File: config.mk
export PLATFORM = sky130hd
export DESIGN_NAME = ddr_pwrup_seq
export DESIGN_NICKNAME = d
export VERILOG_FILES = /design/src/rtl/ddr_init_pkg.sv /design/src/rtl/ddr_wait_timer.sv /design/src/rtl/ddr_init_fsm.sv /design/src/rtl/ddr_cmd_encoder.sv /design/src/rtl/ddr_pwrup_seq.sv
export SDC_FILE = /design/constraint.sdc
export NUM_CORES = 1
export LEC_CHECK = 0
export ABC_AREA = 1
export BUFFER_PORTS_ARGS = -buffer_cell sky130_fd_sc_hd__buf_2
export CORE_ASPECT_RATIO = 0.5
export CORE_MARGIN = 1
export CORE_UTILIZATION = 55
export CTS_BUF_LIST = sky130_fd_sc_hd__clkbuf_2 sky130_fd_sc_hd__clkbuf_4 sky130_fd_sc_hd__clkbuf_8
export CTS_CLUSTER_SIZE = 16
export DETAILED_ROUTE_END_ITERATION = 6
export GPL_ROUTABILITY_DRIVEN = 0
export HOLD_SLACK_MARGIN = 0.08
export PLACE_DENSITY = 0.78
export SETUP_SLACK_MARGIN = 0.1
export SYNTH_ARGS = -nofsm -noshare
export SYNTH_HDL_FRONTEND = slang
export SYNTH_HIERARCHICAL = 1
export SYNTH_SLANG_ARGS = --single-unit
File: constraint.sdc
create_clock -name clk -period 2.7 [get_ports clk]
set_input_delay 0.81 -clock clk [delete_from_list [all_inputs] [get_ports clk]]
set_output_delay 0.81 -clock clk [all_outputs]
set_load 0.01 [all_outputs]
File: src/rtl/ddr_init_pkg.sv
package ddr_init_pkg;

    // {cs_n, ras_n, cas_n, we_n}
    typedef enum logic [3:0] {
        CMD_DESEL = 4'b1111,
        CMD_NOP   = 4'b0111,
        CMD_PRE   = 4'b0010,
        CMD_REF   = 4'b0001,
        CMD_MRS   = 4'b0000
    } cmd_e;

    typedef enum logic [3:0] {
        ST_PWR_WAIT,
        ST_CKE_ON,
        ST_PRE_A,
        ST_EXT_MRS,
        ST_DLL_RST,
        ST_PRE_B,
        ST_REF_A,
        ST_REF_B,
        ST_MODE_RUN,
        ST_READY
    } step_e;

    // Low seven address bits of a main mode register write
    typedef struct packed {
        logic [2:0] cl;
        logic       interleave;
        logic [2:0] bl;
    } mode_bits_t;

    localparam int MODE_LO_W    = 7;
    localparam int DLL_RST_BIT  = 8;
    localparam int ALL_BANK_BIT = 10;

    function automatic step_e next_step(step_e s);
        case (s)
            ST_PWR_WAIT: return ST_CKE_ON;
            ST_CKE_ON:   return ST_PRE_A;
            ST_PRE_A:    return ST_EXT_MRS;
            ST_EXT_MRS:  return ST_DLL_RST;
            ST_DLL_RST:  return ST_PRE_B;
            ST_PRE_B:    return ST_REF_A;
            ST_REF_A:    return ST_REF_B;
            ST_REF_B:    return ST_MODE_RUN;
            default:     return ST_READY;
        endcase
    endfunction

    function automatic logic is_cmd_step(step_e s);
        return !(s inside {ST_PWR_WAIT, ST_CKE_ON, ST_READY});
    endfunction

    function automatic int max2(int a, int b);
        return (a > b) ? a : b;
    endfunction

endpackage

File: src/rtl/ddr_wait_timer.sv
module ddr_wait_timer #(
    parameter int CNT_W = 16
) (
    input  logic             clk,
    input  logic             rst,
    input  logic             load,
    input  logic [CNT_W-1:0] load_val,
    output logic             last
);
    logic [CNT_W-1:0] count;

    always_ff @(posedge clk) begin
        if (rst)
            count <= '0;
        else if (load)
            count <= load_val;
        else if (count != '0)
            count <= count - 1'b1;
    end

    assign last = (count == CNT_W'(1));

    AST_LOAD_NONZERO: assert property (@(posedge clk) disable iff (rst)
        load |-> (load_val != '0));
endmodule

File: src/rtl/ddr_init_fsm.sv
module ddr_init_fsm
    import ddr_init_pkg::*;
#(
    parameter int PWRUP_CYC     = 40000,
    parameter int T_RP_NOPS     = 3,
    parameter int T_MRD_NOPS    = 2,
    parameter int T_RFC_NOPS    = 14,
    parameter int DLL_LOCK_NOPS = 200,
    parameter int CNT_W         = 16
) (
    input  logic             clk,
    input  logic             rst,
    input  logic             supplies_ok,
    input  logic             tmr_last,
    output logic             tmr_load,
    output logic [CNT_W-1:0] tmr_val,
    output step_e            step,
    output logic             issue
);
    logic  pending, pend_n;
    step_e nxt;

    function automatic logic [CNT_W-1:0] gap_after(step_e s);
        case (s)
            ST_PRE_A, ST_PRE_B:    return CNT_W'(T_RP_NOPS);
            ST_EXT_MRS, ST_MODE_RUN: return CNT_W'(T_MRD_NOPS);
            ST_DLL_RST:            return CNT_W'(DLL_LOCK_NOPS);
            default:               return CNT_W'(T_RFC_NOPS);
        endcase
    endfunction

    always_comb begin
        nxt      = step;
        pend_n   = pending;
        tmr_load = 1'b0;
        tmr_val  = '0;
        case (step)
            ST_PWR_WAIT: begin
                if (!supplies_ok) begin
                    pend_n = 1'b1;
                end else if (pending) begin
                    tmr_load = 1'b1;
                    tmr_val  = CNT_W'(PWRUP_CYC);
                    pend_n   = 1'b0;
                end else if (tmr_last) begin
                    nxt    = ST_CKE_ON;
                    pend_n = 1'b1;
                end
            end
            ST_CKE_ON: nxt = ST_PRE_A;
            ST_READY:  nxt = ST_READY;
            default: begin
                if (pending) begin
                    tmr_load = 1'b1;
                    tmr_val  = gap_after(step);
                    pend_n   = 1'b0;
                end else if (tmr_last) begin
                    nxt    = next_step(step);
                    pend_n = 1'b1;
                end
            end
        endcase
    end

    always_ff @(posedge clk) begin
        if (rst) begin
            step    <= ST_PWR_WAIT;
            pending <= 1'b1;
        end else begin
            step    <= nxt;
            pending <= pend_n;
        end
    end

    assign issue = pending && is_cmd_step(step);

    AST_STEP_ORDER: assert property (@(posedge clk) disable iff (rst)
        1'b1 |=> (step == $past(step) || step == next_step($past(step))));
    AST_WAIT_SUPPLY: assert property (@(posedge clk) disable iff (rst)
        (step == ST_PWR_WAIT && !supplies_ok) |=> (step == ST_PWR_WAIT));
endmodule

File: src/rtl/ddr_cmd_encoder.sv
module ddr_cmd_encoder
    import ddr_init_pkg::*;
#(
    parameter int ADDR_W = 13,
    parameter int BA_W   = 2
) (
    input  logic              clk,
    input  logic              rst,
    input  step_e             step,
    input  logic              issue,
    input  mode_bits_t        mode,
    output logic              cke,
    output logic              cs_n,
    output logic              ras_n,
    output logic              cas_n,
    output logic              we_n,
    output logic [BA_W-1:0]   ba,
    output logic [ADDR_W-1:0] addr,
    output logic              init_done
);
    cmd_e              cmd_n, cmd_q;
    logic [BA_W-1:0]   ba_n;
    logic [ADDR_W-1:0] addr_n;
    logic              cke_n, done_n;

    always_comb begin
        cmd_n  = CMD_NOP;
        ba_n   = '0;
        addr_n = '0;
        cke_n  = 1'b1;
        done_n = 1'b0;
        case (step)
            ST_PWR_WAIT: begin
                cke_n = 1'b0;
                cmd_n = CMD_DESEL;
            end
            ST_READY: done_n = 1'b1;
            default: begin
                if (issue) begin
                    case (step)
                        ST_PRE_A, ST_PRE_B: begin
                            cmd_n = CMD_PRE;
                            addr_n[ALL_BANK_BIT] = 1'b1;
                        end
                        ST_EXT_MRS: begin
                            cmd_n = CMD_MRS;
                            ba_n  = BA_W'(1);
                        end
                        ST_DLL_RST: begin
                            cmd_n = CMD_MRS;
                            addr_n[MODE_LO_W-1:0] = mode;
                            addr_n[DLL_RST_BIT]   = 1'b1;
                        end
                        ST_MODE_RUN: begin
                            cmd_n = CMD_MRS;
                            addr_n[MODE_LO_W-1:0] = mode;
                        end
                        default: cmd_n = CMD_REF;
                    endcase
                end
            end
        endcase
    end

    always_ff @(posedge clk) begin
        if (rst) begin
            cke       <= 1'b0;
            cmd_q     <= CMD_DESEL;
            ba        <= '0;
            addr      <= '0;
            init_done <= 1'b0;
        end else begin
            cke       <= cke_n;
            cmd_q     <= cmd_n;
            ba        <= ba_n;
            addr      <= addr_n;
            init_done <= done_n;
        end
    end

    assign {cs_n, ras_n, cas_n, we_n} = cmd_q;

    AST_DESEL_WHILE_CKE_LOW: assert property (@(posedge clk) disable iff (rst)
        !cke |-> cs_n);
    AST_PRE_ALL_BANKS: assert property (@(posedge clk) disable iff (rst)
        (cmd_q == CMD_PRE) |-> addr[ALL_BANK_BIT]);
    AST_MRS_FIELDS: assert property (@(posedge clk) disable iff (rst)
        (cmd_q == CMD_MRS) |-> (ba <= BA_W'(1) && addr[7] == 1'b0
                                && addr[ADDR_W-1:9] == '0));
    AST_DONE_HOLDS: assert property (@(posedge clk) disable iff (rst)
        init_done |=> init_done);
    AST_DONE_IDLE: assert property (@(posedge clk) disable iff (rst)
        init_done |-> (cke && cmd_q == CMD_NOP));
endmodule

File: src/rtl/ddr_pwrup_seq.sv
module ddr_pwrup_seq
    import ddr_init_pkg::*;
#(
    parameter int ADDR_W        = 13,
    parameter int BA_W          = 2,
    parameter int PWRUP_CYC     = 40000,
    parameter int T_RP_NOPS     = 3,
    parameter int T_MRD_NOPS    = 2,
    parameter int T_RFC_NOPS    = 14,
    parameter int DLL_LOCK_NOPS = 200
) (
    input  logic              clk,
    input  logic              rst,
    input  logic              supplies_ok,
    input  logic [2:0]        bl_code,
    input  logic              interleave,
    input  logic [2:0]        cl_code,
    output logic              cke,
    output logic              cs_n,
    output logic              ras_n,
    output logic              cas_n,
    output logic              we_n,
    output logic [BA_W-1:0]   ba,
    output logic [ADDR_W-1:0] addr,
    output logic              init_done
);
    localparam int WAIT_MAX = max2(max2(PWRUP_CYC, DLL_LOCK_NOPS),
                                   max2(max2(T_RP_NOPS, T_MRD_NOPS), T_RFC_NOPS));
    localparam int CNT_W    = $clog2(WAIT_MAX + 1);

    logic             tmr_load, tmr_last, issue;
    logic [CNT_W-1:0] tmr_val;
    step_e            step;
    mode_bits_t       mode;

    assign mode = '{cl: cl_code, interleave: interleave, bl: bl_code};

    ddr_wait_timer #(.CNT_W(CNT_W)) u_timer (
        .clk      (clk),
        .rst      (rst),
        .load     (tmr_load),
        .load_val (tmr_val),
        .last     (tmr_last)
    );

    ddr_init_fsm #(
        .PWRUP_CYC     (PWRUP_CYC),
        .T_RP_NOPS     (T_RP_NOPS),
        .T_MRD_NOPS    (T_MRD_NOPS),
        .T_RFC_NOPS    (T_RFC_NOPS),
        .DLL_LOCK_NOPS (DLL_LOCK_NOPS),
        .CNT_W         (CNT_W)
    ) u_fsm (
        .clk         (clk),
        .rst         (rst),
        .supplies_ok (supplies_ok),
        .tmr_last    (tmr_last),
        .tmr_load    (tmr_load),
        .tmr_val     (tmr_val),
        .step        (step),
        .issue       (issue)
    );

    ddr_cmd_encoder #(.ADDR_W(ADDR_W), .BA_W(BA_W)) u_enc (
        .clk       (clk),
        .rst       (rst),
        .step      (step),
        .issue     (issue),
        .mode      (mode),
        .cke       (cke),
        .cs_n      (cs_n),
        .ras_n     (ras_n),
        .cas_n     (cas_n),
        .we_n      (we_n),
        .ba        (ba),
        .addr      (addr),
        .init_done (init_done)
    );

    AST_RESET_STATE: assert property (@(posedge clk)
        rst |=> (!cke && !init_done && cs_n));
endmodule

==> results_dict.tcl, run 1 <==
set metrics [dict create \
    dieArea_um2 4563 \
    p_leak_nw 1.295 \
    skew_ps 9.998 \
    hold_viol_final 0 \
    synth_enable_flop_cells 0 \
    synth_common_cells "nand2_1, nor2_1, dfxtp_1, inv_1, nand3_1" \
    io_pins 31 \
    design.core.area_um2 4004 \
    io_buffers 25 \
    fmax_mhz 461.7 \
    grt_pass1_wl_um 7293 \
    synth.avg_cell_area_um2 7.050 \
    grt_pass1_vias 1683 \
    ant_nets 0 \
    worst-path-max-fanout 4 \
    ys_async_sr_fraction 0 \
    ctsHtreeMaxLevel 2 \
    start_kind "flop" \
    cts_buffers 5 \
    grt_max_degree 17 \
    vdd_drop_max_uv 373.8 \
    die_h_um 48.27 \
    multi_input_area_um2 1281 \
    worst_slack_ps 534.0 \
    finalSetupViolCount 0 \
    layout_min_cycle_time_ps 2166 \
    wl_um 4553 \
    ys_ff_latch 41 \
    start_util 0.5881 \
    arrival_ps 2360 \
    drv_slew 0 \
    cts_setup_buffers 0 \
    synthMostInstantiatedCell "nand2_1" \
    seq_area_um2 820.8 \
    dp_slack_ps 534.4 \
    worstPathRequired_ps 2900 \
    routed_via_density 4.899 \
    synth_area_leader_cell "dfxtp_1" \
    synth_ff_type "dfxtp_1" \
    drive_gt1_frac 0.2127 \
    area_delta_synth_final_pct 10.47 \
    dp.cells 408 \
    hold_path.class "flop to flop" \
    fin_util 0.6497 \
    dr.pass1.iters 4 \
    setup_tns_ps 0 \
    yosysWarnings 6 \
    post_dp_cell_area_um2 2486 \
    nets 374 \
    clock_path_buffers 2 \
    clock-sinks 41 \
    synth_area_leaders "dfxtp_1, nand2_1, nor2_1" \
    cellPowerDensity_nw_per_um2 733.2 \
    clkTransAtPathRegs_ps 80 \
    fillerInstances 364 \
    hold_ws_ps 478.5 \
    syn_area_um2 2355 \
    final_area_um2 2601 \
    status "finished, final reports clean" \
    drc_errors 0 \
    grt-ovfl-total 0 \
    end_kind "flop" \
    instances_no_fill 416 \
    rows 16 \
    dieWidth_um 94.54 \
    num_antenna_cells 0 \
    dr.first_iter.drc_count 90 \
    syn_inst 334 \
    antenna_found_initial 0 \
    yosysSeqAreaShare 0.3486 \
    via_count 2038 \
    cts_hold_buf 0 \
    clockRootBuffer "clkbuf_8" \
    postCtsResizedCells 0 \
    yosysTopAreaCellShare 0.3486 \
    track_usage 0.2174 \
    period_share 0.8022 \
    max_cap_viol_count 0 \
    power.total_mw 1.907 \
    path_class "flop to flop" \
    rsz0062_at_grt "no" \
    insertion_delay_ps 300 \
    post-dp-hpwl_um 3509 \
    cts_tree "built" \
    wl_per_cell_um 10.94 \
    ys_types 34 \
]
-- worst max-delay path: stages (launching register included) --
cell and delay (ps):
dfxtp_1 350, nor2_2 160, nand2_1 140, inv_1 130
nand3_1 70, nor3_1 230, nand2_1 160, nand2_4 120
nand3_2 90, o21ai_2 170, nand2_1 110, inv_1 70
ha_1 130, inv_1 30, nand2_1 50, nand2_1 40
-- metal layers --
metal / global-route usage / part of all wire / wire (um)
met2: 0.3681 / 0.44 / 1988
met4: 0.08485 / 0.011 / 48
met3: 0.07009 / 0.084 / 382
met5: 0 / 0 / 0
met1: 0.2693 / 0.47 / 2134
-- report_power, final --
| group | internal, mW | switching [mW] |
|---|---|---|
| clock | 0.288 | 0.215 |
| combinational | 0.234 | 0.434 |
| sequential | 0.664 | 0.0718 |
| total | 1.19 | 0.721 |
-- cell families (layout without fill, tap and decap cells) --
family,count (synthesis),after routing,share of synthesized area
buffers and inverters,62,81,0.1217
flip-flops,41,41,0.3486
other,2,11,0.003189
XOR/XNOR,5,5,0.01860
AND/OR/NAND/NOR,197,197,0.4352
adder cells (fa/ha/maj),3,3,0.01594
AO/OA/AOI/OAI,24,24,0.05686
-- final timing paths --
kind	slack, ps	cells past startpoint	endpoint	from
min reg2reg	480	2	u_fsm/step[3]$_SDFFE_PP0N_	flop
max	530	15	flop	u_timer/count[13]$_SDFFE_PP0P_
max reg2reg	530	15	flop	u_timer/count[13]$_SDFFE_PP0P_
min	480	2	u_fsm/step[3]$_SDFFE_PP0N_	flop
-- registers in the layout, summed over array words and instances, names as in the netlist, named ones only --
| name | flops |
|---|---|
| u_enc/addr | 9 |
| u_enc/ba | 1 |
| u_enc/cke | 1 |
| u_enc/cmd_q | 4 |
| u_enc/init_done | 1 |
| u_fsm/pending | 1 |
| u_fsm/step | 4 |
| u_timer/count | 16 |
-- cells in the final DEF (no fill, tap or decap), drive strengths merged, types with 5 or more instances in the layout --
cell type / netlist / routed
nand2: 89 / 89
nor2: 56 / 56
inv: 45 / 45
dfxtp: 41 / 41
nand3: 30 / 30
buf: 15 / 28
conb: 2 / 11
a21oi: 11 / 11
o21ai: 9 / 9
nor3b: 7 / 7
clkbuf: 2 / 6
xor2: 5 / 5
nor3: 5 / 5
-- layout make-up --
type / count / share of cell area
clock inverters: 2 / 0.01491
repair buffers: 28 / 0.05676
clock buffers: 6 / 0.02934
flip-flops and latches: 41 / 0.3155
multi-input cells: 240 / 0.4925
inverters: 45 / 0.06494
well taps: 54 / 0.02597
Power figures use the tool's default switching activity.
==> run 2, diff against run 1 <==
- clock period: 2.7 -> 2.2 ns (I/O delays scaled with it)
==> results_dict.tcl, run 2 (synthesized netlist as in run 1, its figures left out) <==
set metrics [dict create \
    status "finished, final reports clean" \
    routed_via_density 4.907 \
    layout_min_cycle_time_ps 1950 \
    grt_pass1_wl_um 7707 \
    nets 378 \
    dr.first_iter.drc_count 58 \
    hold_viol_final 0 \
    hold_path.class "flop to flop" \
    insertion_delay_ps 290 \
    worst-path-max-fanout 4 \
    multi_input_area_um2 1294 \
    io_buffers 25 \
    drive_gt1_frac 0.2404 \
    wl_um 4648 \
    clock_path_buffers 2 \
    period_share 0.8865 \
    max_cap_viol_count 0 \
    drc_errors 0 \
    path_class "flop to flop" \
    drv_slew 0 \
    hold_ws_ps 487.8 \
    cts_buffers 5 \
    arrival_ps 2150 \
    cellPowerDensity_nw_per_um2 894.9 \
    top_regs "u_timer/count: 16 flops, u_enc/addr: 9 flops" \
    rows 16 \
    setup_tns_ps 0 \
    p_leak_nw 1.316 \
    via_count 2061 \
    wl_per_cell_um 11.07 \
    track_usage 0.2241 \
    final_common_cell "nand2_1" \
    num_antenna_cells 0 \
    skew_ps 5.331 \
    clock-sinks 41 \
    ant_nets 0 \
    clockRootBuffer "clkbuf_8" \
    dr.pass1.iters 4 \
    seq_area_um2 822.0 \
    fmax_mhz 512.8 \
    io_pins 31 \
    cts_tree "built" \
    start_util 0.5881 \
    die_h_um 48.27 \
    top_register "u_timer/count" \
    crit_path_frequent_cell "nand2_1" \
    finalSetupViolCount 0 \
    largest_reg_flops 16 \
    fin_util 0.6606 \
    grt_max_degree 17 \
    dieWidth_um 94.54 \
    cp_slowest_stage_delay_ps 350 \
    grt-ovfl-total 0 \
    fillerInstances 353 \
    design.core.area_um2 4004 \
    grt_pass1_vias 1800 \
    mostFrequentLayoutCells "nand2_1, nor2_1, dfxtp_1, inv_1, buf_2" \
    rsz0062_at_grt "yes" \
    post-dp-hpwl_um 3625 \
    vdd_drop_max_uv 370.6 \
    crit_chain "nor2_2, nand2_2, inv_2, nand3_1, nor3_2, nand2_2, nand2_4, nand3_2, o21ai_2, nand2_1, inv_1, ha_1, inv_1, nand2_1, nand2_1" \
    end_kind "flop" \
    clkTransAtPathRegs_ps 80 \
    cp_slowest_cell "dfxtp_1" \
    dieArea_um2 4563 \
    start_kind "flop" \
    ctsHtreeMaxLevel 2 \
    antenna_found_initial 0 \
    worstPathRequired_ps 2400 \
    area_delta_synth_final_pct 12.33 \
]
run 2: cell count changes in the layout (fill, tap and decap cells not counted), sizes merged:
cell,change
buf,+4
run 2: where the power goes:
part / leakage (nW) / internal [mW] / switching (mW) / total (mW)
clock: 0.0588 / 0.353 / 0.270 / 0.623
combinational: 0.922 / 0.302 / 0.542 / 0.843
sequential: 0.335 / 0.816 / 0.0850 / 0.901
run 2: layout make-up:
cell class	instances	share of cell area
multi-input cells	240	0.4891
flip-flops and latches	41	0.3108
repair buffers	32	0.06717
inverters	45	0.06386
clock buffers	6	0.02886
well taps	54	0.02554
clock inverters	2	0.01466
run 2: stage by stage:
step / instance area [um2] / setup WS (ps) / total power, mW / instances
3_5_place_dp: 2509 / 171.0 / 1.722 / 411
4_1_cts: 2624 / 158.1 / 2.352 / 419
5_1_grt: 2645 / 46.60 / 2.522 / 420
6_report: 2645 / 249.8 / 2.367 / 420
3_3_place_gp: 2509 / 261.9 / 1.706 / 411
2_1_floorplan: 2389 / 248.4 / 1.581 / 343
run 2: final timing paths:
kind / from / end / slack, ps / cells after the start
min reg2reg: u_fsm/pending$_SDFFE_PP1N_ / u_fsm/pending$_SDFFE_PP1N_ / 490 / 2
max reg2reg: u_timer/count[15]$_SDFFE_PP0P_ / flop / 250 / 15
max: u_timer/count[15]$_SDFFE_PP0P_ / flop / 250 / 15
min: u_fsm/pending$_SDFFE_PP1N_ / u_fsm/pending$_SDFFE_PP1N_ / 490 / 2
run 2: per-layer routing:
| layer | GRT usage | vias to the layer above | routed length, um |
|---|---|---|---|
| met5 | 0 | - | 0 |
| met1 | 0.2615 | 927 | 2117 |
| met3 | 0.05763 | 5 | 272 |
| met2 | 0.4101 | 51 | 2228 |
| li1 | - | 1078 | - |
| met4 | 0.1030 | 0 | 30 |
run 2: critical path: cells and delay by family, from the launching register on:
kind                     cells  cell delay [ps]
AO/OA/AOI/OAI                1              190
adder cells (fa/ha/maj)      1              130
buffers and inverters        3              170
flip-flops                   1              350
AND/OR/NAND/NOR             10             1010
run 2: what timing repair did:
item,4_1_cts,5_1_grt
buffers inserted,0,1
resized for setup,0,7
setup endpoints to repair,0,13
hold buffers,0,0
